`src/rtl/dma_desc_chan.sv`:
```
module dma_desc_chan #(
  parameter logic [31:0] END_PTR = 32'hFFFF_F800
) (
  input  logic        clk,
  input  logic        rst_n,
  input  logic        reg_we,
  input  logic [5:0]  reg_waddr,
  input  logic [31:0] reg_wdata,
  input  logic [5:0]  reg_raddr,
  output logic [31:0] reg_rdata,
  output logic        mem_req,
  output logic [31:0] mem_addr,
  input  logic        mem_ack,
  input  logic [31:0] mem_rdata,
  output logic        cmd_valid,
  output logic [31:0] cmd_src,
  output logic [31:0] cmd_dst,
  output logic [31:0] cmd_bytes,
  output logic [1:0]  cmd_src_wcode,
  output logic [1:0]  cmd_dst_wcode,
  output logic [3:0]  cmd_src_size,
  output logic [3:0]  cmd_dst_size,
  output logic [4:0]  cmd_src_beats,
  output logic [4:0]  cmd_dst_beats,
  output logic        cmd_src_fixed,
  output logic        cmd_dst_fixed,
  output logic [4:0]  cmd_src_req,
  output logic [4:0]  cmd_dst_req,
  output logic [7:0]  cmd_wait,
  input  logic        mover_done,
  output logic        pkg_end
);

  typedef enum logic [1:0] {S_IDLE, S_FETCH, S_LAUNCH, S_EXEC} state_t;

  state_t      state_q;
  logic        run_q, pause_q, req_q, pkg_q;
  logic [31:0] start_q, ptr_q, cfg_q, src_q, dst_q, cnt_q, para_q, next_q;
  logic [2:0]  idx_q;

  logic run_wr, start, halt, last_word, chain_end;

  assign run_wr    = reg_we && (reg_waddr == 6'h00);
  assign start     = run_wr && reg_wdata[0] && (state_q == S_IDLE);
  assign halt      = run_wr && !reg_wdata[0];
  assign last_word = (idx_q == 3'd5);
  assign chain_end = (next_q == END_PTR);

  always_ff @(posedge clk or negedge rst_n) begin
    if (!rst_n) begin
      state_q <= S_IDLE;
      run_q   <= 1'b0;
      pause_q <= 1'b0;
      req_q   <= 1'b0;
      pkg_q   <= 1'b0;
      start_q <= '0;
      ptr_q   <= '0;
      idx_q   <= '0;
      cfg_q   <= '0;
      src_q   <= '0;
      dst_q   <= '0;
      cnt_q   <= '0;
      para_q  <= '0;
      next_q  <= '0;
    end else begin
      pkg_q <= 1'b0;
      if (reg_we && reg_waddr == 6'h04) pause_q <= reg_wdata[0];
      if (reg_we && reg_waddr == 6'h08) start_q <= reg_wdata & 32'hFFFF_FFFC;
      if (halt) begin
        state_q <= S_IDLE;
        run_q   <= 1'b0;
        req_q   <= 1'b0;
      end else begin
        case (state_q)
          S_IDLE: if (start) begin
            run_q   <= 1'b1;
            ptr_q   <= start_q;
            idx_q   <= '0;
            state_q <= S_FETCH;
          end
          S_FETCH: begin
            if (!req_q && !pause_q) req_q <= 1'b1;
            if (req_q && mem_ack) begin
              req_q <= 1'b0;
              case (idx_q)
                3'd0:    cfg_q  <= mem_rdata;
                3'd1:    src_q  <= mem_rdata;
                3'd2:    dst_q  <= mem_rdata;
                3'd3:    cnt_q  <= mem_rdata;
                3'd4:    para_q <= mem_rdata;
                default: next_q <= mem_rdata;
              endcase
              if (last_word) state_q <= S_LAUNCH;
              else           idx_q   <= idx_q + 3'd1;
            end
          end
          S_LAUNCH: if (!pause_q) state_q <= S_EXEC;
          S_EXEC: if (mover_done) begin
            pkg_q <= 1'b1;
            cnt_q <= '0;
            if (chain_end) begin
              state_q <= S_IDLE;
              run_q   <= 1'b0;
            end else begin
              ptr_q   <= next_q & 32'hFFFF_FFFC;
              idx_q   <= '0;
              state_q <= S_FETCH;
            end
          end
          default: state_q <= S_IDLE;
        endcase
      end
    end
  end

  assign mem_req   = req_q;
  assign mem_addr  = ptr_q + {27'd0, idx_q, 2'b00};
  assign cmd_valid = (state_q == S_EXEC);
  assign pkg_end   = pkg_q;

  assign cmd_src       = src_q;
  assign cmd_dst       = dst_q;
  assign cmd_bytes     = cnt_q;
  assign cmd_dst_wcode = cfg_q[26:25];
  assign cmd_src_wcode = cfg_q[10:9];
  assign cmd_dst_size  = 4'd1 << cfg_q[26:25];
  assign cmd_src_size  = 4'd1 << cfg_q[10:9];
  assign cmd_dst_beats = (cfg_q[23:22] == 2'd0) ? 5'd1 : (5'd2 << cfg_q[23:22]);
  assign cmd_src_beats = (cfg_q[7:6] == 2'd0) ? 5'd1 : (5'd2 << cfg_q[7:6]);
  assign cmd_dst_fixed = cfg_q[21];
  assign cmd_src_fixed = cfg_q[5];
  assign cmd_dst_req   = cfg_q[20:16];
  assign cmd_src_req   = cfg_q[4:0];
  assign cmd_wait      = para_q[7:0];

  always_comb begin
    case (reg_raddr)
      6'h00:   reg_rdata = {31'd0, run_q};
      6'h04:   reg_rdata = {31'd0, pause_q};
      6'h08:   reg_rdata = start_q;
      6'h0C:   reg_rdata = cfg_q;
      6'h10:   reg_rdata = src_q;
      6'h14:   reg_rdata = dst_q;
      6'h18:   reg_rdata = cnt_q;
      6'h1C:   reg_rdata = para_q;
      default: reg_rdata = '0;
    endcase
  end

  a_r10_req_hold: assert property (@(posedge clk) disable iff (!rst_n)
    (mem_req && !mem_ack && !halt) |=> (mem_req && $stable(mem_addr)));
  a_r10_word_aligned: assert property (@(posedge clk) disable iff (!rst_n)
    mem_req |-> (mem_addr[1:0] == 2'b00));
  a_r8_no_req_when_paused: assert property (@(posedge clk) disable iff (!rst_n)
    $rose(mem_req) |-> !$past(pause_q));
  a_r8_no_cmd_when_paused: assert property (@(posedge clk) disable iff (!rst_n)
    $rose(cmd_valid) |-> !$past(pause_q));
  a_r4_event_after_done: assert property (@(posedge clk) disable iff (!rst_n)
    pkg_end |-> $past(cmd_valid && mover_done));
  a_r4_single_cycle_event: assert property (@(posedge clk) disable iff (!rst_n)
    pkg_end |=> !pkg_end);
  a_r7_halt_stops: assert property (@(posedge clk) disable iff (!rst_n)
    halt |=> (!cmd_valid && !mem_req && !pkg_end));
  a_r3_read_or_command: assert property (@(posedge clk) disable iff (!rst_n)
    !(mem_req && cmd_valid));
  a_r6_idle_not_running: assert property (@(posedge clk) disable iff (!rst_n)
    (state_q == S_IDLE) |-> !run_q);

endmodule

```
`config.mk`:
```
export PLATFORM = sky130hd
export DESIGN_NAME = dma_desc_chan
export DESIGN_NICKNAME = d
export VERILOG_FILES = /design/src/rtl/dma_desc_chan.sv
export SDC_FILE = /design/constraint.sdc
export NUM_CORES = 1
export LEC_CHECK = 0
export BUFFER_PORTS_ARGS = -buffer_cell sky130_fd_sc_hd__buf_4
export CAP_MARGIN = 20
export CORE_ASPECT_RATIO = 1.1
export CORE_MARGIN = 8
export CORE_UTILIZATION = 40
export DETAILED_ROUTE_END_ITERATION = 10
export GPL_ROUTABILITY_DRIVEN = 0
export GPL_TIMING_DRIVEN = 1
export PLACE_DENSITY = 0.6
export SYNTH_ARGS = -nofsm -noshare
export SYNTH_HDL_FRONTEND = slang
export SYNTH_SLANG_ARGS = --single-unit
```
`constraint.sdc`:
```
create_clock -name clk -period 2.4 [get_ports clk]
set_input_delay 0.36 -clock clk [delete_from_list [all_inputs] [get_ports clk]]
set_output_delay 0.36 -clock clk [all_outputs]
set_load 0.01 [all_outputs]
```
==> results.toml <==
[run_status]
status = "finished, violations left"
violations = "setup timing"

[logic_synthesis]
yosysTopAreaCell = "dfrtp_1"
synth_edf_count = 0
synthMuxAreaShare_pct = 21.8
synth_top_family_by_area = "multiplexers"
synthAdderAreaFrac_pct = 1.34
synth_cell_type_count = 54
synthSimpleGateAreaFrac_pct = 9.55
synthDominantCellAreaShare_pct = 51.5
ys_seq_area_share_pct = 51.5
synth_compound_area_share_pct = 9.58
synth_ff_type = "dfrtp_1"
synthXorXnorAreaFrac_pct = 1.93
yosysMostFrequentCell = "dfrtp_1"
avgSynthCellArea_um2 = 12.0
synth_common_cells = "261 x dfrtp_1, 159 x mux2_2, 72 x nand2_1, 64 x a22oi_1, 50 x mux2i_1"
synth.area.top_cells = "dfrtp_1 51%, mux2_2 14%, mux2i_1 3.9%"
syn_area_um2 = 12700
yosysWarnings = 0
async_reset_ff_share_pct = 100
ys_seq_elements = 261
synth_cells = 1061

[cts]
cts_buffers = 29
path_clk_slew_ns = 0.06
cts_sinks = 261
cts_buffer_depth = 3
clk_latency_ns = 0.55
cts_tree = "built"
htree_levels = 1
cts_root_buf = "clkbuf_16"

[routing]
postRouteWirelength_um = 40700
first_pass_iters = 5
dr_total_vias = 9629
drc = 0
postRouteAntennaNets = 0
avgViaCountPerCell = 5.33
drt_iter0_drc = 704
wire_per_inst_um = 22.5

[finish]
final_cells = 1807
fin_area_um2 = 16900
layout-area-overhead-vs-synth_pct = 33.1
nNetsFinal = 1459
final_util_pct = 54.0
drive_gt1_share_pct = 45.3

[sta]
maxSlewViolCount = 0
slew_headroom_pct = 49.5
setup-violations-final = 27
fmax_mhz = 355
rsz0062_at_grt = "true"
max_slew.worst_pin.slew_ns = 0.747
finalCritPeriodShare_pct = 117
skew_ns = 0.00981
setup_slack_ns = -0.414
tns_ns = -7.53
final-hold-violation-count = 0
period_needed_ns = 2.81

[floorplan]
core_um2 = 31300
die_w_um = 186
io_pins = 286
dieArea_um2 = 37700
rows = 68
fp.dieH_um = 203
initial_core_util_pct = 40.5

[placed_design]
dpl.hpwl_um = 29700
placed_cells = 1738
place_area_um2 = 15700
io_buffers = 280

[power_and_ir_drop]
p_per_area_nw_per_um2 = 1210
p_leak_nw = 8.18
peakVddDrop_mv = 0.552
power_mw = 20.4

[critical_path]
crit_path_end_kind = "primary output"
rr_worst_depth = 6
cp.required_ns = 2.04
rr_endpoint = "cmd_dst[10]$_DFFE_PN0P_"
crit_arrival_ns = 2.45
start_kind = "flop"
crit_type = "flop to primary output"
rr_startpoint = "state_q[1]$_DFFE_PN0P_"
worstSetupStartpoint = "ptr_q[2]$_DFFE_PN0P_"
cp-endpoint = "mem_addr[26]"
r2r_slack_ns = 0.16
worstPathMaxFanout = 8

[run]
drv_cap = 0

[min_path]
hold_path.class = "input pin to flop"

[global_route]
track_usage_pct = 21.3
grt_pass1_vias = 9945
grt_max_degree = 70
grt_pass1_wl_um = 62000
grt_overflow = 0
grt_antenna_before_repair = 2
[where the power goes]
part           switching [mW]  leakage [nW]  internal (mW)
logic                    3.90          4.32           4.29
registers                1.51          3.38           6.19
clock network            1.78         0.475           2.75
total                    7.20          8.18           13.2
[critical path, cell delays in order (launching register included)]
cell,delay (ns)
dfrtp_1,0.35
ha_2,0.18
inv_2,0.04
fa_2,0.34
inv_2,0.05
a21o_1,0.14
nor3b_2,0.19
buf_4,0.18
nand4_1,0.13
xnor2_1,0.17
buf_4,0.14
[logic make-up (layout without fill, tap and decap cells)]
kind of cell | Yosys count | in the layout
XOR/XNOR | 28 | 28
multiplexers | 241 | 241
AO/OA/AOI/OAI | 186 | 186
buffers and inverters | 101 | 422
flip-flops | 261 | 261
AND/OR/NAND/NOR | 230 | 230
adder cells (fa/ha/maj) | 13 | 13
other | 1 | 6
[flip-flops by register name, indices dropped and copies added, names as in the netlist, 30 cells and up]
name and count:
cfg_q 32, cmd_bytes 32, cmd_dst 32, cmd_src 32
next_q 32, para_q 32, ptr_q 30, start_q 30
[metrics by stage]
stage               hold WS, ns  setup WS, ns
floorplan                0.0644        0.0774
global placement          0.313       -0.0403
detailed placement        0.315       -0.0213
CTS                      0.0162        -0.478
global route             0.0188        -0.568
finish                   0.0429        -0.414
[layout by cell type, fill, tap and decap left out, drive strengths merged, types with 3 or more instances in the layout]
cell / instances
and2: 5
dfrtp: 261
mux2i: 50
o21ai: 32
a31oi: 30
a221oi: 15
buf: 358
bufinv: 3
a21oi: 35
nand2: 72
xor2: 4
mux2: 191
conb: 4
a22oi: 64
ha: 12
nor3: 8
clkbuf: 43
and4: 5
inv: 14
nor2b: 12
nor2: 30
nor4: 6
xnor2: 24
nand2b: 34
or4: 3
nand3: 30
nand4: 13
[layout make-up]
cell class | count | area (µm²)
timing repair buffer | 359 | 3020
clock inverter | 8 | 125
inverter | 12 | 45.0
clock buffer | 43 | 848
tap | 420 | 526
antenna | 2 | 5.00
fill | 2798 | 14400
multi-input combinational | 702 | 5800
sequential | 261 | 6530
[how the worst min path moves through the flow]
| stage | startpoint | end | cells past startpoint |
|---|---|---|---|
| after CTS | reg_wdata[11] | start_q[11]$_DFFE_PN0P_ | 2 |
| after global placement | rst_n | cmd_src[7]$_DFFE_PN0P_ | 1 |
| final | reg_wdata[13] | start_q[13]$_DFFE_PN0P_ | 2 |
| after detailed placement | rst_n | cmd_src[7]$_DFFE_PN0P_ | 1 |
| after floorplan | rst_n | cfg_q[0]$_DFFE_PN0P_ | 0 |
| after global routing | reg_wdata[11] | start_q[11]$_DFFE_PN0P_ | 2 |
[timing repair]
action                     CTS  global route
pin swaps                    3            10
resized for setup           12            16
gates cloned                 0             0
hold buffers                 1             0
setup buffers               13             3
hold endpoints to repair    47             0
setup endpoints to repair   34            31
[per-layer routing]
metal / part of all wire (%) / global-route usage (%) / up-vias / wire length [µm]
met1: 43 / 29.0 / 4805 / 17500
met4: 2.1 / 5.68 / 0 / 849
met5: 0 / 0 / - / 0
met3: 7.2 / 4.26 / 54 / 2920
li1: - / - / 4450 / -
met2: 48 / 34.2 / 320 / 19400
Note: power is estimated with default switching activity, not from simulation.
